$ cat src/rtl/bmr_pkg.sv
package bmr_pkg;

    localparam int CH_BYTES = 8;
    localparam int REG_W    = 32;

    typedef enum logic [1:0] {
        WSZ_BYTE = 2'd0,
        WSZ_HALF = 2'd1,
        WSZ_WORD = 2'd2,
        WSZ_BAD  = 2'd3
    } wsize_e;

    // byte offsets inside one channel window
    localparam logic [2:0] OFF_CMD  = 3'd0;
    localparam logic [2:0] OFF_STAT = 3'd2;
    localparam logic [2:0] OFF_PTR  = 3'd4;

    // bit positions
    localparam int CMD_GO  = 0;
    localparam int CMD_DIR = 3;
    localparam int ST_ACT  = 0;
    localparam int ST_ERR  = 1;
    localparam int ST_IRQ  = 2;
    localparam int ST_FLO  = 5;
    localparam int ST_FHI  = 6;

    typedef struct packed {
        logic cmd_we;
        logic stat_we;
        logic ptr_we;
    } chan_sel_t;

    function automatic logic write_legal(input logic [2:0] off, input wsize_e sz);
        logic ok;
        ok = 1'b0;
        if ((off == OFF_CMD || off == OFF_STAT) && sz == WSZ_BYTE) ok = 1'b1;
        if (off == OFF_PTR && sz == WSZ_WORD) ok = 1'b1;
        return ok;
    endfunction

endpackage

$ cat src/rtl/bmr_wr_decode.sv
module bmr_wr_decode
    import bmr_pkg::*;
#(
    parameter int NUM_CH = 2,
    parameter int CH_W   = 1,
    parameter int ADDR_W = CH_W + 3
) (
    input  logic                    clk,
    input  logic                    rst,
    input  logic                    bm_enable,
    input  logic                    wr_valid,
    input  logic [ADDR_W-1:0]       wr_addr,
    input  wsize_e                  wr_size,
    output chan_sel_t [NUM_CH-1:0]  sel_o,
    output logic                    size_err_o
);

    logic            go;
    logic            legal;
    logic [2:0]      off;
    logic [CH_W-1:0] ch;

    always_comb begin
        go    = wr_valid && bm_enable;
        off   = wr_addr[2:0];
        ch    = wr_addr[ADDR_W-1:3];
        legal = write_legal(off, wr_size);
    end

    generate
        for (genvar c = 0; c < NUM_CH; c++) begin : g_sel
            always_comb begin
                sel_o[c] = '0;
                if (go && legal && ch == CH_W'(c)) begin
                    sel_o[c].cmd_we  = (off == OFF_CMD);
                    sel_o[c].stat_we = (off == OFF_STAT);
                    sel_o[c].ptr_we  = (off == OFF_PTR);
                end
            end
        end
    endgenerate

    always_ff @(posedge clk) begin
        if (rst) begin
            size_err_o <= 1'b0;
        end else if (go && !legal) begin
            size_err_o <= 1'b1;
        end
    end

    assert_onehot_sel_R2: assert property (@(posedge clk) disable iff (rst)
        $onehot0(sel_o));

    assert_disabled_quiet_R10: assert property (@(posedge clk) disable iff (rst)
        !bm_enable |-> (sel_o == '0));

    assert_err_sticky_R11: assert property (@(posedge clk) disable iff (rst)
        size_err_o |=> size_err_o);

    assert_disabled_no_err_R10: assert property (@(posedge clk) disable iff (rst)
        (!bm_enable && !size_err_o) |=> !size_err_o);

endmodule

$ cat src/rtl/bmr_chan.sv
module bmr_chan
    import bmr_pkg::*;
#(
    parameter int PTR_W = REG_W
) (
    input  logic             clk,
    input  logic             rst,
    input  chan_sel_t        sel_i,
    input  logic [PTR_W-1:0] wdata_i,
    input  logic             done_i,
    input  logic             fault_i,
    output logic [7:0]       cmd_o,
    output logic [7:0]       stat_o,
    output logic [PTR_W-1:0] ptr_o,
    output logic             start_o,
    output logic             abort_o
);

    logic             go_q;
    logic             dir_q;
    logic             act_q;
    logic             err_q;
    logic             irq_q;
    logic [1:0]       free_q;
    logic [PTR_W-1:0] ptr_q;
    logic             go_rise;
    logic             go_fall;

    always_comb begin
        go_rise = sel_i.cmd_we && !go_q &&  wdata_i[CMD_GO];
        go_fall = sel_i.cmd_we &&  go_q && !wdata_i[CMD_GO];
    end

    always_ff @(posedge clk) begin
        if (rst) begin
            go_q    <= 1'b0;
            dir_q   <= 1'b0;
            act_q   <= 1'b0;
            err_q   <= 1'b0;
            irq_q   <= 1'b0;
            free_q  <= 2'b11;
            ptr_q   <= '0;
            start_o <= 1'b0;
            abort_o <= 1'b0;
        end else begin
            if (sel_i.cmd_we) begin
                go_q <= wdata_i[CMD_GO];
                if (!act_q) dir_q <= wdata_i[CMD_DIR];
            end
            if (go_rise)      act_q <= 1'b1;
            else if (go_fall) act_q <= 1'b0;
            if (sel_i.stat_we) begin
                free_q <= wdata_i[ST_FHI:ST_FLO];
                if (wdata_i[ST_IRQ]) irq_q <= 1'b0;
                if (wdata_i[ST_ERR]) err_q <= 1'b0;
            end
            if (fault_i) err_q <= 1'b1;
            if (sel_i.ptr_we) ptr_q <= {wdata_i[PTR_W-1:2], 2'b00};
            // completion from the engine wins over a same-cycle host write
            if (done_i) begin
                go_q  <= 1'b0;
                act_q <= 1'b0;
                irq_q <= 1'b1;
            end
            start_o <= go_rise;
            abort_o <= go_fall;
        end
    end

    always_comb begin
        cmd_o  = {4'b0000, dir_q, 2'b00, go_q};
        stat_o = {1'b0, free_q, 2'b00, irq_q, err_q, act_q};
        ptr_o  = ptr_q;
    end

    assert_start_active_R3: assert property (@(posedge clk) disable iff (rst)
        (start_o && !$past(done_i)) |-> act_q);

    assert_abort_idle_R4: assert property (@(posedge clk) disable iff (rst)
        abort_o |-> !act_q);

    assert_pulse_excl_R4: assert property (@(posedge clk) disable iff (rst)
        !(start_o && abort_o));

    assert_dir_lock_R5: assert property (@(posedge clk) disable iff (rst)
        (sel_i.cmd_we && act_q) |=> $stable(dir_q));

    assert_act_ro_R6: assert property (@(posedge clk) disable iff (rst)
        (sel_i.stat_we && !done_i) |=> $stable(act_q));

    assert_irq_no_set_R7: assert property (@(posedge clk) disable iff (rst)
        (sel_i.stat_we && !done_i) |=> !$rose(irq_q));

    assert_err_no_set_R7: assert property (@(posedge clk) disable iff (rst)
        (sel_i.stat_we && !fault_i) |=> !$rose(err_q));

    assert_done_R9: assert property (@(posedge clk) disable iff (rst)
        done_i |=> (irq_q && !act_q && !go_q));

endmodule

$ cat src/rtl/bmr_dma_regs.sv
module bmr_dma_regs
    import bmr_pkg::*;
#(
    parameter int NUM_CH = 2,
    localparam int CH_W   = (NUM_CH > 1) ? $clog2(NUM_CH) : 1,
    localparam int ADDR_W = CH_W + $clog2(CH_BYTES)
) (
    input  logic                    clk,
    input  logic                    rst,
    input  logic                    bm_enable,
    input  logic                    wr_valid,
    input  logic [ADDR_W-1:0]       wr_addr,
    input  logic [1:0]              wr_size,
    input  logic [REG_W-1:0]        wr_data,
    input  logic [ADDR_W-1:0]       rd_addr,
    output logic [REG_W-1:0]        rd_data,
    input  logic [NUM_CH-1:0]       xfer_done,
    input  logic [NUM_CH-1:0]       dma_fault,
    output logic [NUM_CH-1:0]       dma_start,
    output logic [NUM_CH-1:0]       dma_abort,
    output logic [NUM_CH*REG_W-1:0] desc_ptr,
    output logic                    size_err
);

    chan_sel_t [NUM_CH-1:0] sel;
    logic [7:0]             cmd_b  [NUM_CH];
    logic [7:0]             stat_b [NUM_CH];
    logic [REG_W-1:0]       ptr_w  [NUM_CH];
    logic [CH_W-1:0]        rd_ch;

    bmr_wr_decode #(
        .NUM_CH (NUM_CH),
        .CH_W   (CH_W),
        .ADDR_W (ADDR_W)
    ) dec_i (
        .clk        (clk),
        .rst        (rst),
        .bm_enable  (bm_enable),
        .wr_valid   (wr_valid),
        .wr_addr    (wr_addr),
        .wr_size    (wsize_e'(wr_size)),
        .sel_o      (sel),
        .size_err_o (size_err)
    );

    generate
        for (genvar c = 0; c < NUM_CH; c++) begin : g_ch
            bmr_chan #(
                .PTR_W (REG_W)
            ) chan_i (
                .clk     (clk),
                .rst     (rst),
                .sel_i   (sel[c]),
                .wdata_i (wr_data),
                .done_i  (xfer_done[c]),
                .fault_i (dma_fault[c]),
                .cmd_o   (cmd_b[c]),
                .stat_o  (stat_b[c]),
                .ptr_o   (ptr_w[c]),
                .start_o (dma_start[c]),
                .abort_o (dma_abort[c])
            );
            assign desc_ptr[c*REG_W +: REG_W] = ptr_w[c];
        end
    endgenerate

    always_comb begin
        rd_ch = rd_addr[ADDR_W-1:3];
        if (rd_addr[2]) begin
            rd_data = ptr_w[rd_ch];
        end else begin
            rd_data = {8'h00, stat_b[rd_ch], 8'h00, cmd_b[rd_ch]};
        end
    end

endmodule

$ cat config.mk
export PLATFORM = sky130hd
export DESIGN_NAME = bmr_dma_regs
export DESIGN_NICKNAME = d
export VERILOG_FILES = /design/src/rtl/bmr_pkg.sv /design/src/rtl/bmr_wr_decode.sv /design/src/rtl/bmr_chan.sv /design/src/rtl/bmr_dma_regs.sv
export SDC_FILE = /design/constraint.sdc
export NUM_CORES = 1
export LEC_CHECK = 0
export ABC_AREA = 1
export BUFFER_PORTS_ARGS = -buffer_cell sky130_fd_sc_hd__buf_2
export CORE_MARGIN = 2
export CORE_UTILIZATION = 51
export DETAILED_ROUTE_END_ITERATION = 7
export PLACE_DENSITY = 0.85
export SLEW_MARGIN = 25
export SYNTH_ARGS = -nofsm -noshare
export SYNTH_HDL_FRONTEND = slang
export SYNTH_SLANG_ARGS = --single-unit
$ cat constraint.sdc
create_clock -name clk -period 3.5 [get_ports clk]
set_clock_uncertainty 0.05 [all_clocks]
set_input_delay 0.7 -clock clk [delete_from_list [all_inputs] [get_ports clk]]
set_output_delay 0.7 -clock clk [all_outputs]
set_load 0.01 [all_outputs]
# After elaboration in Yosys (flattened, before gate mapping)

Index checks and enable logic that the tools add are counted.

Register bits: 79
Bits of input ports: 50
Output and inout bits: 101
Logic and storage cells: 95

Order comparisons: 1
Equality and inequality tests: 3
Mux-type cells: 28
Bitwise logic cells: 4
Reduce and logical (&&, ||, !) cells: 40

Operators by type and width:

| kind                                                             | count |
|---|---|
| 32-bit 2-to-1 mux                                                | 4 |
| 8-bit 2-to-1 mux                                                 | 4 |
| 2-bit nonzero test                                               | 10 |
| 1-bit 2-to-1 mux                                                 | 16 |
| 1-bit logical AND                                                | 15 |
| 2-bit AND reduction                                              | 6 |
| 7-bit 2-to-1 mux                                                 | 1 |
| 3-bit 2-to-1 mux                                                 | 2 |
| 1-bit zero test                                                  | 4 |
| 4-bit 2-to-1 mux                                                 | 1 |
| 2-bit OR reduction                                               | 2 |
| 3-bit by 2-bit == test with 1-bit output (second input constant) | 1 |
| 3-bit == test (second input constant)                            | 1 |
| 3-bit zero test                                                  | 1 |
| 1-bit inverter                                                   | 3 |
| 2-bit == test (second input constant)                            | 1 |
| 2-bit greater-or-equal comparator (second input constant)        | 1 |
| 2-bit zero test                                                  | 1 |
| 1-bit inverter with 2-bit output                                 | 1 |
| 1-bit logical OR                                                 | 1 |

# Logic depth before layout (Yosys ltp)

Gate-level depths: netlist of run 1.

Word-level depth: 12
Mapped depth: 10
Depth with buffers taken out: 9

# Modules after synthesis

Synthesis of run 1 repeated with hierarchy kept, for this count alone.

Cell total of the unflattened synthesis: 643
Area, all modules: 4085.2 um2

Modules (own cells, without submodules):

| module        | instances | cells an instance | area an instance (um2) | seq. area each (um2) |
|---|---|---|---|---|
| bmr_chan      | 2         | 188               | 1477.7                 | 780.7 |
| bmr_dma_regs  | 1         | 240               | 988.4                  | 0.0 |
| bmr_wr_decode | 1         | 27                | 141.4                  | 20.0 |

# Least setup slack after synthesis of run 1

OpenSTA, ideal clock, no wires.

Kind: input to output
Start: input rd_addr[3]
End: output rd_data[16]
Arrival: 1.463 ns
Required time: 2.750 ns
Path slack: 1.287 ns
Stages on the path: 4
Buffers on the path: 2
Cell sequence: clkbuf_1 > clkbuf_1 > nor2_1 > o22ai_1

Word-level cells in the longest chain between the ends: 5
Elaborated cells on any way between the ends: 8
Those cells by class: mux: 7; bitwise: 1

Ends and longest elaborated chain:

| item                                                                                            | RTL line                               | source |
|---|---|---|
| start, declared                                                                                 | bmr_dma_regs.sv:15                     | `input logic [ADDR_W-1:0] rd_addr,` |
| 1-bit inverter with 2-bit output (implied by the code) (*)                                      | bmr_dma_regs.sv:70, bmr_dma_regs.sv:72 |  |
| 7-bit 2-to-1 mux (implied by the code) / 32-bit 2-to-1 mux (equally long branches)              | bmr_dma_regs.sv:72, bmr_dma_regs.sv:70 |  |
| 8-bit 2-to-1 mux (implied by the code) / 32-bit 2-to-1 mux (equally long branches) (2 in a row) | bmr_dma_regs.sv:72, bmr_dma_regs.sv:70 |  |
| 32-bit 2-to-1 mux (*)                                                                           | bmr_dma_regs.sv:69                     | `if (rd_addr[2]) begin` |
| end, declared                                                                                   | bmr_dma_regs.sv:16                     | `output logic [REG_W-1:0] rd_data,` |

Every way passes the cells marked *; elsewhere a longest branch is shown, timed or not. The select of a mux whose other input is x is not followed.

# Worst setup path after layout of run 1

Start: input rd_addr[3]
End: output rd_data[12]

Word-level cells in the longest chain between the ends: 5

Ends and longest elaborated chain:

| item                                                   | RTL line           | source |
|---|---|---|
| 1-bit inverter with 2-bit output (implied by the code) | bmr_dma_regs.sv:70 | `rd_data = ptr_w[rd_ch];` |
| 32-bit 2-to-1 mux (implied by the code) (3 in a row)   | bmr_dma_regs.sv:70 |  |
| 32-bit 2-to-1 mux                                      | bmr_dma_regs.sv:69 |  |

Every way passes these cells. The select of a mux whose other input is x is not followed.

==> reports/summary.txt, run 1 <==
Area Overhead vs Synth: 22.98%
DP Cell Count: 691
post-route ant nets: 0
Hold Crit Start: dec_i.size_err_o$_SDFFE_PP0P_
# Max-Cap Violations: 0
initial antenna violation count: 0
post-synthesis xor/xnor area fraction: 0%
switch share: 23.17%
DIE AREA: 0.007556 mm²
Req. time, crit path: 2750 ps
Post-DP HPWL: 6804 µm
DR iter-0 viols: 246
DR vias/cell: 5.348
worst skew pair latency: 330 ps
Worst Path Buf+Inv: 4
clock root buffer: clkbuf_8
Synth async-reset ratio: 0%
Max Slew Vio Count: 0
synthesized-area fraction occupied by adder cells: 0%
via count: 3776
Antenna Cells: 0
Tightest Pin Transition: 611.5 ps
CP Capture Type: output port
Post-synth top cells: nor2_1, o21ai_0, dfxtp_1
CP delay by family, top: buffers and inverters
sequential element share of the synthesized area: 45.09%
CTS tree: done
Sw Pwr: 0.4139 mW
simple logic cell fraction of the synthesized area: 27.36%
Slowest-stage cell, CP: clkinv_1
WL/cell: 14.37 µm
die height: 86.93 µm
number of flops mapped to enable cells by yosys: 0
final setup violation count: 0
global-route wire length before repair: 15860 µm
Tot GR Track Use: 26.35%
area leader, netlist: dfxtp_1
LEAKAGE: 2.293 nW
CORE AREA: 0.006719 mm²
WS Path Type: input port to output port
vias in the first global route: 3398
Critical path origin: rd_addr[3]
Comb pwr share: 8.4%
Internal: 1.373 mW
largest net degree at the start of global routing: 60
Synth Area in Compound Gates: 17.27%
Fin Setup TNS: 0 ps
final hold vios: 0
final cycle utilization of the critical path: 78.73%
clock share of power: 40.8%
Post-route DRC: 0
cell chain of the critical path: buf_2, clkinv_1, buf_4, nor2_1, nor2_1, buf_2
final wirelength: 10150 µm
mux contribution to synthesized area: 0%
status: complete, no violations
post-synth cell types: 23
worst hold margin: 418.0 ps
yosys warns: 0
RSZ-0062 raised after global routing: no
Port Buf Inserts: 143
Worst slew margin: 59.17%
# rows: 30
router iterations before antenna repair: 4
Boundary Pins: 151
Gate Count Post-Synth: 498
Critical Path Start Type: input port
clk sinks: 79
share of cells above drive strength 1: 27.32%
Clock H-tree levels: 3
Critical Path Max Stage Delay: 460 ps
final std cells w/o fill: 706
flops & latches, synth: 79
arrival time worst endpoint: 2010 ps
layout net count: 672
number of fill cells: 620
PD cells: 414.2 mW/mm²
post-synth top area share: 45.09%
clock buffer count from CTS: 9
Clk pin slew, worst setup/hold paths: 80 ps
most common cell in the netlist: nor2_1
Final Wtd Congestion: 0.9093
total placed instance area: 0.004101 mm²
fin crit period: 2755 ps
post_cts resized: 0
Post-Syn Area: 0.003507 mm²
Final Cell Area: 0.004313 mm²
total power: 1.786 mW
largest family of logic cells by synthesized area: simple AND/OR/NAND/NOR gates
DIE WIDTH: 86.93 µm
Starting Density: 52.20%
clk buf depth: 2
register share of total power: 50.7%
hold-fix buffers at CTS: 0
Crit Path Max Fanout: 21
top post-synthesis cells by area: dfxtp_1, nor2_1, o21ai_0, buf_6, o21ai_1
post-CTS setup buffers: 0
total congestion overflow: 0
synthesized area per cell: 7.042 µm²
fmax: 362.9 MHz
dominant synthesized flop cell: dfxtp_1
R2R Path Start: g_ch[1].chan_i.go_q$_SDFFE_PP0P_
worst vdd ir: 0.2156 mV
Hold WC Path Type: flip-flop to flip-flop
-- placed cells by master, fill, tap and decap left out, types with 5 or more instances in the layout --
| cell type | count |
|---|---|
| a21oi_1 | 9 |
| buf_2 | 143 |
| buf_4 | 5 |
| clkbuf_8 | 10 |
| conb_1 | 5 |
| dfxtp_1 | 79 |
| inv_1 | 19 |
| nand2_1 | 23 |
| nand3_1 | 6 |
| nor2_1 | 194 |
| o21ai_0 | 85 |
| o21ai_1 | 18 |
| o22ai_1 | 6 |
-- stage by stage --
stage	setup slack [ps]	utilization, %
6_report	744.6	64.19
5_1_grt	648.5	64.19
4_1_cts	751.0	64.19
3_5_place_dp	760.1	61.04
3_3_place_gp	778.6	61.04
2_1_floorplan	1287	-
-- power by group through the flow --
stage          combinational, mW  sequential, mW  clock, mW
2_1_floorplan             0.0820           0.928          0
3_3_place_gp               0.145           0.927          0
3_5_place_dp               0.148           0.927          0
4_1_cts                    0.149           0.906      0.743
5_1_grt                    0.166           0.907      0.775
6_report                   0.150           0.906      0.730
-- flip-flops by register name (all words and copies together), names as in the netlist --
signal / cells
g_ch.chan_i.free_q: 4
g_ch.chan_i.err_q: 2
g_ch.chan_i.irq_q: 2
g_ch.chan_i.start_o: 2
g_ch.chan_i.dir_q: 2
g_ch.chan_i.ptr_o: 60
g_ch.chan_i.abort_o: 2
dec_i.size_err_o: 1
g_ch.chan_i.go_q: 2
g_ch.chan_i.act_q: 2
-- final cells by class --
cell class                 instances  area, µm²  area share (%)
inverter                          22      82.58           1.915
timing repair buffer             148      753.2           17.46
tap                               80      100.1           2.321
clock inverter                     4      70.07           1.625
multi-input combinational        362       1584           36.73
sequential                        79       1582           36.67
clock buffer                      11      141.4           3.278
-- worst reg2reg max path, stage by stage (launching register included) --
cell     delay [ps]
dfxtp_1         350
nand2_1          80
o21ai_0         180
a21oi_1          80
-- path summary, 6_finish.rpt --
path                                       endpoint  slack (ps)  depth (start not counted)
hold reg to reg       dec_i.size_err_o$_SDFFE_PP0P_         420                          1
hold / removal        dec_i.size_err_o$_SDFFE_PP0P_         420                          1
setup reg to reg  g_ch[1].chan_i.act_q$_SDFFE_PP0P_        2640                          3
setup / recovery                        rd_data[12]         740                          6
-- logic make-up (layout without fill, tap and decap cells) --
group | after synthesis | count (layout)
other cells | 1 | 5
simple gates | 238 | 238
buf+inv | 61 | 185
compound gates | 119 | 119
flops | 79 | 79
-- routing by layer --
metal / global-route usage (%) / part of all wire (%)
met2: 45.04 / 48
met4: 10.94 / 2.5
met3: 5.687 / 7.8
met1: 32.02 / 41
met5: 0 / 0
No activity file was read; power rests on OpenSTA's default activity.
==> run 2: changes to the inputs <==
Settings changed: CORE_UTILIZATION 51 to 48, PLACE_DENSITY 0.85 to 0.81.
Clock period 3.5 ns to 2.8 ns, I/O delays scaled along.
==> reports/summary.txt, run 2 (synthesis gave the netlist of run 1 again) <==
status: complete, no violations (unchanged)
PD cells: 508.6 mW/mm² (was 414.2 mW/mm²)
CTS tree: done (unchanged)
clk sinks: 79 (unchanged)
largest net degree at the start of global routing: 41 (was 60)
CORE AREA: 0.007176 mm² (was 0.006719 mm²)
Clk pin slew, worst setup/hold paths: 90 ps (was 80 ps)
Post-route DRC: 0 (unchanged)
DR iter-0 viols: 212 (was 246)
Max Slew Vio Count: 0 (unchanged)
Internal: 1.666 mW (was 1.373 mW)
total placed instance area: 0.004145 mm² (was 0.004101 mm²)
LEAKAGE: 2.292 nW (was 2.293 nW)
Tot GR Track Use: 24.09% (was 26.35%)
final cycle utilization of the critical path: 82.32%
worst vdd ir: 0.2901 mV (was 0.2156 mV)
most common cell after layout, fill and taps aside: nor2_1 (unchanged)
post-CTS setup buffers: 0 (unchanged)
Tightest Pin Transition: 783.3 ps (was 611.5 ps)
hold-fix buffers at CTS: 0 (unchanged)
number of fill cells: 684 (was 620)
Port Buf Inserts: 143 (unchanged)
die height: 89.48 µm (was 86.93 µm)
initial antenna violation count: 0 (unchanged)
Boundary Pins: 151 (unchanged)
most frequent cells in the layout: nor2_1, buf_2, o21ai_0 (unchanged)
R2R Path Start: g_ch[0].chan_i.go_q$_SDFFE_PP0P_ (was g_ch[1].chan_i.go_q$_SDFFE_PP0P_)
CP Capture Type: output port (unchanged)
FF-to-FF path depth: 3 (unchanged)
WL/cell: 13.58 µm (was 14.37 µm)
vias in the first global route: 3237 (was 3398)
met3 usage: 4.617% (was 5.687%)
post-route ant nets: 0 (unchanged)
Worst slew margin: 47.46% (was 59.17%)
Critical Path Start Type: input port (unchanged)
register share of total power: 51.1% (was 50.7%)
router iterations before antenna repair: 5 (was 4)
Final Wtd Congestion: 0.8363 (was 0.9093)
final setup violation count: 0 (unchanged)
arrival time worst endpoint: 1700 ps (was 2010 ps)
WS Path Type: input port to output port (unchanged)
Fin Setup TNS: 0 ps (unchanged)
capturing point of the worst reg2reg path: g_ch[0].chan_i.act_q$_SDFFE_PP0P_ (was g_ch[1].chan_i.act_q$_SDFFE_PP0P_)
share of cells above drive strength 1: 27.71% (was 27.32%)
setup slack, reg-to-reg: 1920 ps (was 2640 ps)
post_cts resized: 0 (unchanged)
fin crit period: 2305 ps
switch share: 24.84% (was 23.17%)
Comb pwr share: 8.5% (was 8.4%)
DIE WIDTH: 89.48 µm (was 86.93 µm)
Area Overhead vs Synth: 24.30% (was 22.98%)
clock buffer count from CTS: 9 (unchanged)
met2 usage: 41.41% (was 45.04%)
final hold vios: 0 (unchanged)
DIE AREA: 0.008006 mm² (was 0.007556 mm²)
fmax: 433.8 MHz
clk buf depth: 2 (unchanged)
busiest grt layer: met2 (unchanged)
Crit Path Max Fanout: 31 (was 21)
clock root buffer: clkbuf_8 (unchanged)
# Max-Cap Violations: 0 (unchanged)
DR vias/cell: 5.043 (was 5.348)
Sw Pwr: 0.5508 mW (was 0.4139 mW)
via count: 3666 (was 3776)
clock share of power: 40.4% (was 40.8%)
Antenna Cells: 0 (unchanged)
Final Cell Area: 0.004359 mm² (was 0.004313 mm²)
worst skew pair latency: 340 ps (was 330 ps)
GR Layer Usage met1: 29.83% (was 32.02%)
Hold WC Path Type: input port to flip-flop (was flip-flop to flip-flop)
Critical path origin: rd_addr[2] (was rd_addr[3])
max reg flops: 60 (unchanged)
Req. time, crit path: 2190 ps (was 2750 ps)
total congestion overflow: 0 (unchanged)
Post-DP HPWL: 6876 µm (was 6804 µm)
final wirelength: 9874 µm (was 10150 µm)
CP endpoint: rd_data[18] (was rd_data[12])
Starting Density: 48.88% (was 52.20%)
Clock H-tree levels: 3 (unchanged)
global-route wire length before repair: 15010 µm (was 15860 µm)
layout net count: 673 (was 672)
# rows: 31 (was 30)
RSZ-0062 raised after global routing: no (unchanged)
==> run 2: changes by cell type in the layout (fill, tap and decap cells not counted), sizes merged <==
cell      before  now
buf          148  149
bufinv         2    1
clkinv         3    2
clkinvlp       0    2
inv           21   22
==> run 2: worst max-delay path, cell delays in order <==
cell and delay [ps]:
buf_2 430, inv_1 250, o21ai_0 150, o22ai_1 130, buf_2 160
==> run 2: area by class of cell <==
class	instances	area [µm²]	share of cell area, %
flip-flops and latches	79	1582	36.28
multi-input cells	362	1584	36.34
inverters	22	82.58	1.894
clock buffers	11	151.4	3.473
clock inverters	5	62.56	1.435
well taps	99	123.9	2.842
repair buffers	149	773.2	17.74
==> run 2: through the flow <==
stage	util (%)	hold WS, ps	setup slack (ps)	power, mW	instances
5_1_grt	60.75	393.9	458.0	2.302	727
6_report	60.75	406.5	495.0	2.217	727
4_1_cts	60.75	393.3	528.0	2.224	727
3_3_place_gp	57.77	396.3	584.2	1.342	711
3_5_place_dp	57.77	402.8	533.4	1.346	711
2_1_floorplan	-	386.7	867.5	1.262	502
==> run 2: power by group through the flow <==
| stage | Clock [mW] | Combinational, mW | Sequential (mW) |
|---|---|---|---|
| global route | 0.959 | 0.209 | 1.13 |
| finish | 0.895 | 0.189 | 1.13 |
| floorplan | 0 | 0.102 | 1.16 |
| CTS | 0.904 | 0.188 | 1.13 |
| detailed placement | 0 | 0.187 | 1.16 |
| global placement | 0 | 0.183 | 1.16 |
==> run 2: worst min path at each step <==
stage	startpoint	to	slack, ps	cells after the start
detailed placement	dec_i.size_err_o$_SDFFE_PP0P_	dec_i.size_err_o$_SDFFE_PP0P_	400	1
floorplan	g_ch[1].chan_i.free_q[0]$_SDFFE_PP1P_	g_ch[1].chan_i.free_q[0]$_SDFFE_PP1P_	390	2
global placement	dec_i.size_err_o$_SDFFE_PP0P_	dec_i.size_err_o$_SDFFE_PP0P_	400	1
global route	wr_data[20]	g_ch[0].chan_i.ptr_o[20]$_SDFFE_PP0P_	390	3
finish	wr_data[13]	g_ch[1].chan_i.ptr_o[13]$_SDFFE_PP0P_	410	3
CTS	wr_data[9]	g_ch[1].chan_i.ptr_o[9]$_SDFFE_PP0P_	390	3
==> run 2: routing by layer <==
| metal | up-vias | part of all wire (%) |
|---|---|---|
| met5 | - | 0 |
| met4 | 0 | 2.5 |
| met3 | 25 | 6.7 |
| met2 | 160 | 47 |
| met1 | 1643 | 43 |
| li1 | 1838 | - |
==> run 3: changes to the inputs <==
Settings changed: CORE_UTILIZATION 48 to 43, PLACE_DENSITY 0.81 to 0.76.
Clock period 2.8 ns to 1.9 ns, I/O delays scaled along.
==> reports/summary.txt, run 3 (synthesis gave the netlist of run 1 again) <==
status: complete, no violations (unchanged)
Antenna Cells: 0 (unchanged)
Final Wtd Congestion: 0.8157 (was 0.8363)
post_cts resized: 0 (unchanged)
die height: 94.31 µm (was 89.48 µm)
Boundary Pins: 151 (unchanged)
Post-DP HPWL: 7114 µm (was 6876 µm)
Req. time, crit path: 1470 ps (was 2190 ps)
final setup violation count: 0 (unchanged)
Worst slew margin: 60.09% (was 47.46%)
largest net degree at the start of global routing: 46 (was 41)
DR vias/cell: 5.018 (was 5.043)
Tot GR Track Use: 23.32% (was 24.09%)
CTS tree: done (unchanged)
most frequent cells in the layout: nor2_1, buf_2, o21ai_0 (unchanged)
hold-fix buffers at CTS: 0 (unchanged)
# Max-Cap Violations: 0 (unchanged)
Crit Path Max Fanout: 15 (was 31)
DIE WIDTH: 94.31 µm (was 89.48 µm)
fmax: 578.0 MHz
# rows: 32 (was 31)
Post-route DRC: 0 (unchanged)
Clock H-tree levels: 3 (unchanged)
Fin Setup TNS: 0 ps (unchanged)
Clk pin slew, worst setup/hold paths: 80 ps (was 90 ps)
total power: 3.059 mW (was 2.217 mW)
post-CTS setup buffers: 0 (unchanged)
post-route ant nets: 0 (unchanged)
layout net count: 680 (was 673)
CP Capture Type: output port (unchanged)
clk sinks: 79 (unchanged)
share of cells above drive strength 1: 28.50% (was 27.71%)
clock buffer count from CTS: 9 (unchanged)
max reg flops: 60 (unchanged)
vias in the first global route: 3531 (was 3237)
clk buf depth: 2 (unchanged)
DR iter-0 viols: 252 (was 212)
Port Buf Inserts: 143 (unchanged)
final cycle utilization of the critical path: 91.06%
via count: 3698 (was 3666)
Starting Density: 44.92% (was 48.88%)
router iterations before antenna repair: 5 (unchanged)
Hold WC Path Type: input port to flip-flop (unchanged)
WS Path Type: input port to output port (unchanged)
Area Overhead vs Synth: 24.40% (was 24.30%)
PD cells: 701.0 mW/mm² (was 508.6 mW/mm²)
RSZ-0062 raised after global routing: no (unchanged)
initial antenna violation count: 0 (unchanged)
final wirelength: 9949 µm (was 9874 µm)
most common cell after layout, fill and taps aside: nor2_1 (unchanged)
total congestion overflow: 0 (unchanged)
CORE AREA: 0.007807 mm² (was 0.007176 mm²)
worst vdd ir: 0.3633 mV (was 0.2901 mV)
Max Slew Vio Count: 0 (unchanged)
LEAKAGE: 2.312 nW (was 2.292 nW)
Tightest Pin Transition: 597.8 ps (was 783.3 ps)
fin crit period: 1730 ps
final hold vios: 0 (unchanged)
Critical Path Start Type: input port (unchanged)
global-route wire length before repair: 16400 µm (was 15010 µm)
WL/cell: 13.50 µm (was 13.58 µm)
arrival time worst endpoint: 1300 ps (was 1700 ps)
DIE AREA: 0.008894 mm² (was 0.008006 mm²)
worst skew pair latency: 340 ps (about the same)
clock root buffer: clkbuf_8 (unchanged)
## run 3: cell count changes in the layout (fill, tap and decap cells not counted), sizes merged
cell	delta
buf	+7
clkinv	+5
inv	-2
bufinv	-1
clkbuf	-1
clkinvlp	-1
## run 3: path summary, 6_finish.rpt
check,from,to,slack (ps),cells after the start
setup reg to reg,g_ch[0].chan_i.go_q$_SDFFE_PP0P_,g_ch[0].chan_i.act_q$_SDFFE_PP0P_,1050,3
setup / recovery,rd_addr[2],rd_data[18],170,5
hold reg to reg,dec_i.size_err_o$_SDFFE_PP0P_,dec_i.size_err_o$_SDFFE_PP0P_,420,1
hold / removal,wr_data[24],g_ch[1].chan_i.ptr_o[24]$_SDFFE_PP0P_,220,3
## run 3: power by group
group / internal [mW] / switching, mW
sequential: 1.66 / 0.00526
combinational: 0.106 / 0.178
clock: 0.503 / 0.602
## run 3: layout make-up
cell class              count  area, µm²
clock buffers              10      137.6
clock inverters             6      36.28
fillers                   786       3445
inverters                  22      82.58
multi-input cells         362       1584
flip-flops and latches     79       1582
well taps                 102      127.6
repair buffers            156      813.3
## run 3: layer usage
layer / part of all wire, % / wire (µm) / global-route usage, % / vias up
met5: 0 / 0 / 0 / -
met4: 2.1 / 212 / 8.816 / 0
met3: 7.9 / 790 / 5.377 / 16
met2: 46 / 4579 / 39.40 / 155
met1: 44 / 4367 / 28.91 / 1673
li1: - / - / - / 1854
## run 3: critical path, cell delays in order
cell,delay (ps)
buf_2,200
inv_1,220
o21ai_0,130
o22ai_1,180
buf_2,170
## run 3: metrics by stage
stage | worst slack [ps] | std cells | util, % | instance area [µm²] | hold WS (ps)
3_5_place_dp | 94.84 | 721 | 53.65 | 4189 | 404.5
6_report | 169.8 | 737 | 55.88 | 4363 | 224.2
3_3_place_gp | 144.3 | 721 | 53.65 | 4189 | 401.7
4_1_cts | 178.8 | 737 | 55.88 | 4363 | 206.5
2_1_floorplan | 327.5 | 502 | - | 3522 | 386.7
5_1_grt | 127.4 | 737 | 55.88 | 4363 | 209.3
